## src/rtl/flg_pkg.sv

```systemverilog
package flg_pkg;
   typedef enum logic [1:0] {
      LVL_OPEN   = 2'd0,
      LVL_SHIELD = 2'd1,
      LVL_WIPE   = 2'd2,
      LVL_SEAL   = 2'd3
   } lvl_t;

   typedef enum logic [1:0] {
      OP_READ  = 2'd0,
      OP_PROG  = 2'd1,
      OP_ERASE = 2'd2,
      OP_RUN   = 2'd3
   } op_t;

   localparam int NUM_LOCKED = 3;
endpackage

```

## src/rtl/flg_decode.sv

```systemverilog
module flg_decode
   import flg_pkg::*;
#(
   parameter int                         PW   = 32,
   parameter logic [NUM_LOCKED*PW-1:0]   PATS = '0
) (
   input  logic [PW-1:0] word,
   output lvl_t          lvl
);
   logic [NUM_LOCKED-1:0] hit;

   if (PW < 8) begin : g_bad_width
      $error("flg_decode: PW too small for distinct patterns");
   end

   for (genvar i = 0; i < NUM_LOCKED; i++) begin : g_cmp
      assign hit[i] = (word == PATS[i*PW +: PW]);
      for (genvar j = i + 1; j < NUM_LOCKED; j++) begin : g_dist
         if (PATS[i*PW +: PW] == PATS[j*PW +: PW]) begin : g_dup
            $error("flg_decode: protection patterns must differ");
         end
      end
   end

   always_comb begin
      lvl = LVL_OPEN;
      for (int i = 0; i < NUM_LOCKED; i++) begin
         if (hit[i]) lvl = lvl_t'(2'(i + 1));
      end
   end

   always_comb begin
      assert ($countones(hit) <= 1) else $error("AST_ONE_HIT");
   end
endmodule

```

## src/rtl/flg_state.sv

```systemverilog
module flg_state
   import flg_pkg::*;
(
   input  logic clk,
   input  logic rst_n,
   input  logic load,
   input  lvl_t dec_lvl,
   input  logic erase_fin,
   output lvl_t lvl,
   output logic erased
);
   logic loaded;

   always_ff @(posedge clk) begin
      if (!rst_n) begin
         lvl    <= LVL_SEAL;
         loaded <= 1'b0;
         erased <= 1'b0;
      end else begin
         if (load && !loaded) begin
            lvl    <= dec_lvl;
            loaded <= 1'b1;
         end
         if (erase_fin && loaded && lvl == LVL_WIPE) erased <= 1'b1;
      end
   end

   AST_LEVEL_HELD: assert property (@(posedge clk) disable iff (!rst_n)
      loaded |=> $stable(lvl));
   AST_ERASED_STICKY: assert property (@(posedge clk) disable iff (!rst_n)
      erased |=> erased);
   AST_PRELOAD_SEAL: assert property (@(posedge clk) disable iff (!rst_n)
      !loaded |-> lvl == LVL_SEAL);
endmodule

```

## src/rtl/flg_judge.sv

```systemverilog
module flg_judge
   import flg_pkg::*;
#(
   parameter int SECT_W    = 4,
   parameter int PROT_SECT = 0
) (
   input  logic              clk,
   input  logic              rst_n,
   input  lvl_t              lvl,
   input  logic              erased,
   input  logic              cmd_valid,
   input  logic [1:0]        cmd_op,
   input  logic [SECT_W-1:0] cmd_sector,
   input  logic              cmd_erase_all,
   input  logic              iap_req,
   output logic              dbg_en,
   output logic              isp_pin_en,
   output logic              resp_valid,
   output logic              allow,
   output logic              iap_grant
);
   localparam int NUM_SECT = 1 << SECT_W;
   localparam logic [SECT_W-1:0] PROT_IDX = SECT_W'(PROT_SECT);

   if (SECT_W < 1 || PROT_SECT < 0 || PROT_SECT >= NUM_SECT) begin : g_bad_sect
      $error("flg_judge: protected sector outside the sector range");
   end

   op_t  op;
   logic hits_prot;
   logic ok;

   assign op        = op_t'(cmd_op);
   assign hits_prot = (cmd_sector == PROT_IDX);

   always_comb begin
      ok = 1'b0;
      unique case (lvl)
         LVL_OPEN:   ok = 1'b1;
         LVL_SHIELD: begin
            unique case (op)
               OP_READ:  ok = 1'b0;
               OP_PROG:  ok = !hits_prot;
               OP_ERASE: ok = !hits_prot && !cmd_erase_all;
               OP_RUN:   ok = 1'b1;
            endcase
         end
         LVL_WIPE: begin
            unique case (op)
               OP_READ:  ok = 1'b0;
               OP_PROG:  ok = erased;
               OP_ERASE: ok = cmd_erase_all;
               OP_RUN:   ok = 1'b1;
            endcase
         end
         LVL_SEAL:   ok = 1'b0;
      endcase
   end

   assign dbg_en     = (lvl == LVL_OPEN);
   assign isp_pin_en = (lvl != LVL_SEAL);

   always_ff @(posedge clk) begin
      if (!rst_n) begin
         resp_valid <= 1'b0;
         allow      <= 1'b0;
         iap_grant  <= 1'b0;
      end else begin
         resp_valid <= cmd_valid;
         allow      <= cmd_valid && ok;
         iap_grant  <= iap_req;
      end
   end

   AST_RESP_NEXT: assert property (@(posedge clk) disable iff (!rst_n)
      cmd_valid |=> resp_valid);
   AST_NO_SPURIOUS: assert property (@(posedge clk) disable iff (!rst_n)
      !cmd_valid |=> !allow && !resp_valid);
   AST_SEAL_DENY: assert property (@(posedge clk) disable iff (!rst_n)
      cmd_valid && lvl == LVL_SEAL |=> !allow);
   AST_SECT0_GUARD: assert property (@(posedge clk) disable iff (!rst_n)
      cmd_valid && lvl == LVL_SHIELD && hits_prot &&
      (op == OP_PROG || op == OP_ERASE) |=> !allow);
   AST_WIPE_PROG: assert property (@(posedge clk) disable iff (!rst_n)
      cmd_valid && lvl == LVL_WIPE && op == OP_PROG && !erased |=> !allow);
   AST_OPEN_ALL: assert property (@(posedge clk) disable iff (!rst_n)
      cmd_valid && lvl == LVL_OPEN |=> allow);
   AST_IAP_GRANT: assert property (@(posedge clk) disable iff (!rst_n)
      iap_req |=> iap_grant);
endmodule

```

## src/rtl/flash_lock_gate.sv

```systemverilog
module flash_lock_gate
   import flg_pkg::*;
#(
   parameter int              PW        = 32,
   parameter int              SECT_W    = 4,
   parameter int              PROT_SECT = 0,
   parameter logic [PW-1:0]   PAT1      = 32'h1A5C3E71,
   parameter logic [PW-1:0]   PAT2      = 32'h2B6D4F82,
   parameter logic [PW-1:0]   PAT3      = 32'h3C7E5093
) (
   input  logic              clk,
   input  logic              rst_n,
   input  logic [PW-1:0]     prot_word,
   input  logic              prot_load,
   input  logic              erase_fin,
   input  logic              cmd_valid,
   input  logic [1:0]        cmd_op,
   input  logic [SECT_W-1:0] cmd_sector,
   input  logic              cmd_erase_all,
   input  logic              iap_req,
   output logic [1:0]        prot_level,
   output logic              dbg_en,
   output logic              isp_pin_en,
   output logic              resp_valid,
   output logic              cmd_allow,
   output logic              iap_grant
);
   lvl_t dec_lvl;
   lvl_t lvl;
   logic erased;

   flg_decode #(
      .PW   (PW),
      .PATS ({PAT3, PAT2, PAT1})
   ) u_decode (
      .word (prot_word),
      .lvl  (dec_lvl)
   );

   flg_state u_state (
      .clk       (clk),
      .rst_n     (rst_n),
      .load      (prot_load),
      .dec_lvl   (dec_lvl),
      .erase_fin (erase_fin),
      .lvl       (lvl),
      .erased    (erased)
   );

   flg_judge #(
      .SECT_W    (SECT_W),
      .PROT_SECT (PROT_SECT)
   ) u_judge (
      .clk           (clk),
      .rst_n         (rst_n),
      .lvl           (lvl),
      .erased        (erased),
      .cmd_valid     (cmd_valid),
      .cmd_op        (cmd_op),
      .cmd_sector    (cmd_sector),
      .cmd_erase_all (cmd_erase_all),
      .iap_req       (iap_req),
      .dbg_en        (dbg_en),
      .isp_pin_en    (isp_pin_en),
      .resp_valid    (resp_valid),
      .allow         (cmd_allow),
      .iap_grant     (iap_grant)
   );

   assign prot_level = lvl;

   AST_DBG_LOCKED: assert property (@(posedge clk) disable iff (!rst_n)
      lvl != LVL_OPEN |-> !dbg_en);
   AST_PIN_SEALED: assert property (@(posedge clk) disable iff (!rst_n)
      lvl == LVL_SEAL |-> !isp_pin_en);
endmodule

```

## config.mk

```make
export PLATFORM = sky130hd
export DESIGN_NAME = flash_lock_gate
export DESIGN_NICKNAME = d
export VERILOG_FILES = /design/src/rtl/flg_pkg.sv /design/src/rtl/flg_decode.sv /design/src/rtl/flg_state.sv /design/src/rtl/flg_judge.sv /design/src/rtl/flash_lock_gate.sv
export SDC_FILE = /design/constraint.sdc
export NUM_CORES = 1
export LEC_CHECK = 0
export BUFFER_PORTS_ARGS = -buffer_cell sky130_fd_sc_hd__buf_2
export CAP_MARGIN = 20
export CORE_AREA = 2 2 44 46
export CTS_BUF_LIST = sky130_fd_sc_hd__clkbuf_16
export CTS_CLUSTER_DIAMETER = 60
export DETAILED_ROUTE_END_ITERATION = 16
export DIE_AREA = 0 0 46 48
export PLACE_DENSITY_LB_ADDON = 0.2
export SLEW_MARGIN = 15
export SYNTH_ARGS = -nofsm -noshare
export SYNTH_HDL_FRONTEND = slang
export SYNTH_SLANG_ARGS = --single-unit
```

## constraint.sdc

```tcl
create_clock -name clk -period 1.8 [get_ports clk]
set_clock_uncertainty 0.15 [all_clocks]
set_input_delay 0.54 -clock clk [delete_from_list [all_inputs] [get_ports clk]]
set_output_delay 0.54 -clock clk [all_outputs]
set_load 0.01 [all_outputs]
```

==> results of run 1 <==
[cells in the mapped netlist, drive strengths merged, types with 2 or more instances]
master	count
nand2	5
or4b	2
and4b	2
dfxtp	7
nor2b	2
nor4bb	3
o21ai	2
nor3b	2
nor4b	3
a31oi	2
nand4	2
and2	2
o21a	3
[cells by family (layout without fill, tap and decap cells)]
group | count (synthesis) | in the layout
and+or+nand+nor | 33 | 33
buffers and inverters | 0 | 59
DFF | 7 | 7
AOI/OAI and AO/OA | 12 | 12
[flip-flops by register name, summed over array words and instances, names as in the netlist]
signal              cells
u_state.loaded          1
u_state.lvl             2
u_state.erased          1
u_judge.allow           1
u_judge.resp_valid      1
u_judge.iap_grant       1
[power groups by stage]
stage	Clock, uW	Combinational, uW	Sequential [uW]
floorplan	0	36.3	177
global placement	0	110	175
detailed placement	0	112	175
CTS	372	112	173
global route	386	125	174
finish	365	111	173
[stage by stage]
stage          worst slack [ps]  total power [uW]  setup TNS [ps]  std cells  instance area, sq um
2_1_floorplan             7.110             213.6               0         52                 491.7
3_3_place_gp             -123.5             285.1          -239.6        124                 798.3
3_5_place_dp             -141.8             287.0          -275.8        124                 798.3
4_1_cts                   92.29             656.6               0        128                 877.1
5_1_grt                   47.46             685.5               0        128                 877.1
6_report                  95.76             648.8               0        128                 877.1
[cell usage in the layout (no fill, tap or decap), types with 2 or more instances in the layout]
cell type / n
buf_2: 51
nor4bb_1: 3
clkbuf_16: 3
nor3b_1: 2
nor4b_1: 2
nor2b_1: 2
a31oi_1: 2
nand2_1: 5
dfxtp_1: 7
nand4_1: 2
buf_4: 4
and4b_1: 2
o21a_1: 3
and2_1: 2
[final cells by class]
class                   count  share of cell area (%)
repair buffers             55                   32.53
flip-flops and latches      7                   15.98
clock inverters             1                  0.4280
multi-input cells          45                   40.09
clock buffers               3                   8.559
well taps                  17                   2.425
[routing by layer]
| metal | wire length [microns] | vias to the layer above | share of wire [%] |
|---|---|---|---|
| li1 | - | 334 | - |
| met1 | 506 | 269 | 39 |
| met2 | 639 | 32 | 49 |
| met3 | 153 | 2 | 12 |
| met4 | 8 | 0 | 0.61 |
| met5 | 0 | - | 0 |
[worst paths after layout]
check | endpoint | start | slack [ps] | cells past startpoint
min | u_state.erased | u_state.erased | 310 | 1
max | u_state.lvl[1] | prot_word[31] | 100 | 5
max reg2reg | u_state.lvl[1] | u_state.loaded | 540 | 4
min reg2reg | u_state.erased | u_state.erased | 310 | 1
==> summary.md, run 1 <==
| Metric | Value |
|---|---|
| Outcome | finished clean |
| Top Usage Layer GRT | met2 |
| Worst Path Arrival | 1700 ps |
| GR Util met3 | 7.170% |
| Syn Inst Count | 52 |
| Post-synth EDFFs | 0 |
| Unrepaired setup endpoints after global routing | false |
| Ports | 52 |
| Die Width | 46 microns |
| Met1 Usage GRT | 13.75% |
| Area share of fa/ha/maj cells after synthesis | 0% |
| Syn. warnings | 0 |
| Hold Buf Count CTS | 0 |
| Hold WS | 314.5 ps |
| FF+latch area | 140.1 sq um |
| Initial Utilization | 29.11% |
| Post-Syn Nets | 97 |
| Cts repair resizes | 0 |
| Die ar. | 2208 sq um |
| Synthesized area | 491.7 sq um |
| Insertion delay to the later sink of the worst-skew pair | 230 ps |
| Final WL | 1.307 mm |
| Critical Path Slowest Stage Cell | or4b_4 |
| Register area share after synthesis | 28.50% |
| Logic pwr share | 17.1% |
| Synth-to-layout area growth | 78.37% |
| Max-cap viol count | 0 |
| Initial antenna violation count | 0 |
| DP Wirelength | 1.151 mm |
| CTS tree | built |
| Vias | 637 |
| Primary FF master, synth | dfxtp_1 |
| Worst Path Required | 1790 ps |
| # DRC | 0 |
| Synth Area in Compound Gates | 16.54% |
| Distinct cell type count after synthesis | 31 |
| Period utilization | 94.68% |
| Total gr overflow | 0 |
| Root buffer selected by CTS | clkbuf_16 |
| Slew HR | 72.82% |
| Fillers | 164 |
| Power share of the clock group | 56.3% |
| Mux contribution to synthesized area | 0% |
| Maximum clock insertion buffer count | 2 |
| CTS sink cnt | 7 |
| First-pass GRT wire length | 1.911 mm |
| Core outline area | 1689 sq um |
| RePlAce Congestion | 0.6590 |
| Final Hold Viols | 0 |
| Share of the synthesized area in the top cell type | 28.50% |
| Least-Margin Pin Slew | 402.3 ps |
| M2 GR Usage | 20.56% |
| Max FO, Critical Path | 2 |
| Worst vdd ir | 0.5240 mV |
| Post-Synth XOR/XNOR Area | 0% |
| Number of port buffers | 51 |
| Die height | 48 microns |
| Clock transition at the registers of the reported paths | 30 ps |
| Rows | 15 |
| Final setup vio count | 0 |
| Post-synthesis async set-or-reset flop share | 0% |
| Post-layout net count | 157 |
| Share of cells above drive strength 1 | 55.86% |
| Worst Path Buf+Inv | 1 |
| Fin util | 51.93% |
| Largest net degree at the start of global routing | 8 |
| Sw Ratio | 19.62% |
| Crit end category | register |
| Critical path's top delay family | simple AND/OR/NAND/NOR gates |
| Vias per cell | 4.977 |
| CTS Buf Count | 3 |
| Final max-slew violation count | 0 |
| # diodes | 0 |
| Setup Fix Bufs, Post-CTS | 0 |
| Total global-route track usage | 12.47% |
| Cell accounting for the most synthesized area | dfxtp_1 |
| Flop pwr share | 26.6% |
| Largest family of logic cells by synthesized area | simple AND/OR/NAND/NOR gates |
| Htree depth | 1 |
| DR WL/cell | 10.21 microns |
| Vias in the first global route | 504 |
| Power per standard cell area | 739.7 nW/um^2 |
| DRT antenna net count | 0 |
| Critical Path Max Stage Delay | 530 ps |
| Multi-input logic area | 351.6 sq um |
| First drt pass iteration count | 4 |
| #FFs+latches synth | 7 |
| Simple-Gate Fraction of Synth Area | 54.96% |
| Avg Inst Size Synth | 9.456 sq um |
| Synth area leaders | dfxtp_1, nor4bb_1, nor4b_4 |
| P_int | 521.5 uW |
| CP Cell Sequence | buf_2 > or4b_4 > nor4b_4 > nand2_1 > o31ai_1 |
| Leak | 0.0004371 uW |
| Setup Crit Path Kind | input pin to register |
| Startpoint Class | input pin |
| Fin crit period | 1704 ps |
| Worst Hold Class | register to register |
| Max Clk Rate | 586.8 MHz |
| Psw | 127.3 uW |
| Initial drt markers | 11 |
Note: power is estimated with default switching activity, not from simulation.
==> inputs of run 2 (changes only) <==
--- a/config.mk
+++ b/config.mk
@@ -5,13 +5,14 @@
 export SDC_FILE = /design/constraint.sdc
 export NUM_CORES = 1
 export LEC_CHECK = 0
+export ABC_AREA = 1
 export BUFFER_PORTS_ARGS = -buffer_cell sky130_fd_sc_hd__buf_2
 export CAP_MARGIN = 20
-export CORE_AREA = 2 2 44 46
+export CORE_AREA = 2 2 48 50
 export CTS_BUF_LIST = sky130_fd_sc_hd__clkbuf_16
 export CTS_CLUSTER_DIAMETER = 60
 export DETAILED_ROUTE_END_ITERATION = 16
-export DIE_AREA = 0 0 46 48
+export DIE_AREA = 0 0 50 52
 export PLACE_DENSITY_LB_ADDON = 0.2
 export SLEW_MARGIN = 15
 export SYNTH_ARGS = -nofsm -noshare
==> run 2 against run 1 <==
  * Sequential share of layout area decreased by 2.7 points
  * Total power is 4.9% higher
  * Critical endpoint is now dbg_en
  * Clock power grew 2%
  * Synthesized area increased by 39%
==> summary.md, run 2 <==
| Metric | Value |
|---|---|
| R2r setup slk | 780 ps (+240 ps) |
| P_int | 521.0 uW (about the same) |
| Most common cell in the netlist | nand2_1 |
| Flop pwr share | 25.6% (-1.0 points) |
| Worst Path Required | 1110 ps (-680 ps) |
| Distinct cell type count after synthesis | 13 (-58%) |
| Max Clk Rate | 642.0 MHz (+9.4%) |
| DP Wirelength | 1.452 mm (+26%) |
| Post-synthesis async set-or-reset flop share | 0% (unchanged) |
| DR WL met3 | 124 microns (-19%) |
| Psw | 159.5 uW (+25%) |
| Critical Path Max Stage Delay | 420 ps (-110 ps) |
| Synth-to-layout area growth | 53.83% |
| Fillers | 233 (+42%) |
| Initial drt markers | 17 (+6) |
| Max-cap viol count | 0 (unchanged) |
| Post-Syn Nets | 188 (+94%) |
| Cts repair resizes | 0 (unchanged) |
| Largest net degree at the start of global routing | 7 (-1) |
| Hold path depth | 2 (+1) |
| Sw Ratio | 23.44% (+3.8 points) |
| Final Hold Viols | 0 (unchanged) |
| DR WL/cell | 7.301 microns (-28%) |
| Share of the synthesized area in the top cell type | 32.30% (+3.8 points) |
| Core outline area | 2106 sq um (+25%) |
| RePlAce Congestion | 0.7882 (+20%) |
| Cell accounting for the most synthesized area | nand2_1 |
| CP Cell Sequence | nor2_1 > buf_2 |
| Place WS | 314.2 ps (+456.0 ps) |
| Syn Inst Count | 143 (+180%) |
| Least-Margin Pin Slew | 245.6 ps (-156.7 ps) |
| Final WL | 1.650 mm (+26%) |
| Fin crit period | 1558 ps (-146.6 ps) |
| # diodes | 0 (unchanged) |
| Die height | 52 microns (+8.3%) |
| Number of port buffers | 51 (unchanged) |
| Startpoint Class | register |
| Root buffer selected by CTS | clkbuf_16 |
| Vias | 915 (+44%) |
| Slew HR | 83.61% (+11 points) |
| Worst Hold Class | register to register |
| Synth area leaders | nand2_1, dfxtp_1, inv_1 |
| Total global-route track usage | 13.66% (+1.2 points) |
| Unrepaired setup endpoints after global routing | false |
| Htree depth | 1 (unchanged) |
| Met2 wire length | 777 microns (+22%) |
| Die ar. | 2600 sq um (+18%) |
| First drt pass iteration count | 4 (unchanged) |
| CTS Buf Count | 3 (unchanged) |
| Most frequent cells in the layout | nand2_1, buf_2, inv_1, nor2_1, dfxtp_1 |
| Post-layout net count | 244 (+55%) |
| Worst Min Path Start | u_state.erased |
| Hold Path End | u_state.erased |
| Crit path depth | 2 (-3) |
| Period utilization | 86.54% (-8.1 points) |
| Die Width | 50 microns (+8.7%) |
| Outcome | finished clean |
| # DRC | 0 (unchanged) |
| Vias per cell | 4.049 (-19%) |
| #FFs+latches synth | 7 (unchanged) |
| First-pass GRT wire length | 2.780 mm (+45%) |
| Max FO, Critical Path | 6 (+4) |
| Worst r2r src | u_state.lvl[0] |
| Clock transition at the registers of the reported paths | 40 ps (about the same) |
| Post-synth EDFFs | 0 (unchanged) |
| Crit end category | output port |
| Hold Buf Count CTS | 0 (unchanged) |
| Setup ws final | 242.4 ps (+146.6 ps) |
| Max reg flops | 2 (unchanged) |
| Worst reg2reg path depth | 4 (unchanged) |
| Setup Fix Bufs, Post-CTS | 0 (unchanged) |
| CTS sink cnt | 7 (unchanged) |
| Share of cells above drive strength 1 | 28.79% (-27 points) |
| Final setup TNS | 0 ps (unchanged) |
| Initial Utilization | 32.56% (+3.4 points) |
| Critical path's top delay family | flip-flops |
| DRT antenna net count | 0 (unchanged) |
| Largest register by flop count | u_state.lvl |
| Rows | 17 (+2) |
| Syn. warnings | 0 (unchanged) |
| Leak | 0.0006720 uW (+54%) |
| Insertion delay to the later sink of the worst-skew pair | 230 ps (about the same) |
| Avg Inst Size Synth | 4.795 sq um (-49%) |
| Final max-slew violation count | 0 (unchanged) |
| Power after layout | 680.5 uW (+4.9%) |
| Vias in the first global route | 767 (+52%) |
| Total gr overflow | 0 (unchanged) |
| Primary FF master, synth | dfxtp_1 |
| Ports | 52 (unchanged) |
| Power per standard cell area | 645.2 nW/um^2 (-13%) |
| Logic pwr share | 19.8% (+2.7 points) |
| Hold WS | 290.3 ps (-24.13 ps) |
| Setup Crit Path Kind | register to output port |
| Maximum clock insertion buffer count | 2 (unchanged) |
| Power share of the clock group | 54.6% (-1.7 points) |
| Worst Path Buf+Inv | 1 (unchanged) |
| Final setup vio count | 0 (unchanged) |
| Top sig layer | met3 |
| Worst Path Arrival | 870 ps (-830 ps) |
| Met1 WL | 747 microns (+48%) |
| Worst vdd ir | 0.3435 mV (-34%) |
| CTS tree | built |
| End of the worst register-to-register path | u_judge.allow |
| Commonest cells post-synth | nand2_1, inv_1, nor2_1 |
| Commonest non-fill, non-tap cell in the layout | nand2_1 |
| Initial antenna violation count | 0 (unchanged) |
| Synthesized area | 685.7 sq um (+39%) |
| Critical Path Slowest Stage Cell | dfxtp_1 |
| Register area share after synthesis | 20.44% (-8.1 points) |
## run 2: cell count changes after synthesis, moves of 3 or more
cell	previous run	this run
o21a_1	3	0
nor2_1	1	28
a21oi_1	1	5
nand2_1	5	59
nor4bb_1	3	0
inv_1	0	35
## run 2: worst max path at each step
stage                   start        endpoint  slack, ps
2_1_floorplan   prot_word[15]  u_state.lvl[1]        530
3_3_place_gp    prot_word[16]  u_state.lvl[1]        340
6_report       u_state.lvl[1]          dbg_en        240
5_1_grt        u_state.lvl[1]      isp_pin_en        190
4_1_cts        u_state.lvl[1]          dbg_en        240
3_5_place_dp    prot_word[16]  u_state.lvl[1]        310
## run 2: cell families (layout without fill, tap and decap cells)
logic type | Yosys count | count (layout) | synth area share [%]
and+or+nand+nor | 90 | 90 | 52.37
buffers and inverters | 37 | 92 | 20.26
AOI/OAI and AO/OA | 9 | 9 | 6.933
DFF | 7 | 7 | 20.44
## run 2: area by class of cell
| class | count | area (sq um) | area share, % |
|---|---|---|---|
| timing repair buffer | 51 | 255.2 | 24.20 |
| clock inverter | 1 | 3.754 | 0.3559 |
| inverter | 37 | 138.9 | 13.17 |
| sequential | 7 | 140.1 | 13.29 |
| clock buffer | 3 | 75.07 | 7.117 |
| tap | 28 | 35.03 | 3.321 |
| multi-input combinational | 99 | 406.6 | 38.55 |
## run 2: tightest hold or removal path, cell delays in order (launching register included)
cell and delay, ps:
dfxtp_1 290, clkinv_1 40, a21oi_1 50
## run 2: per-stage QoR
step | utilization (%) | instance area (sq um) | std cells
after floorplan | - | 685.7 | 143
after global placement | 46.35 | 975.9 | 222
after detailed placement | 46.35 | 975.9 | 222
after CTS | 50.09 | 1055 | 226
after global routing | 50.09 | 1055 | 226
final | 50.09 | 1055 | 226
## run 2: routing by layer
layer | track usage [%] | vias to the layer above
li1 | - | 515
met1 | 16.64 | 365
met2 | 23.03 | 35
met3 | 2.299 | 0
met4 | 6.944 | 0
met5 | 0 | -
## run 2: power groups by stage
stage / Sequential, uW / Combinational (uW) / Clock (uW)
final: 174 / 135 / 371
after global routing: 176 / 157 / 390
after floorplan: 179 / 60.5 / 0
after detailed placement: 177 / 136 / 0
after CTS: 174 / 137 / 374
after global placement: 176 / 132 / 0
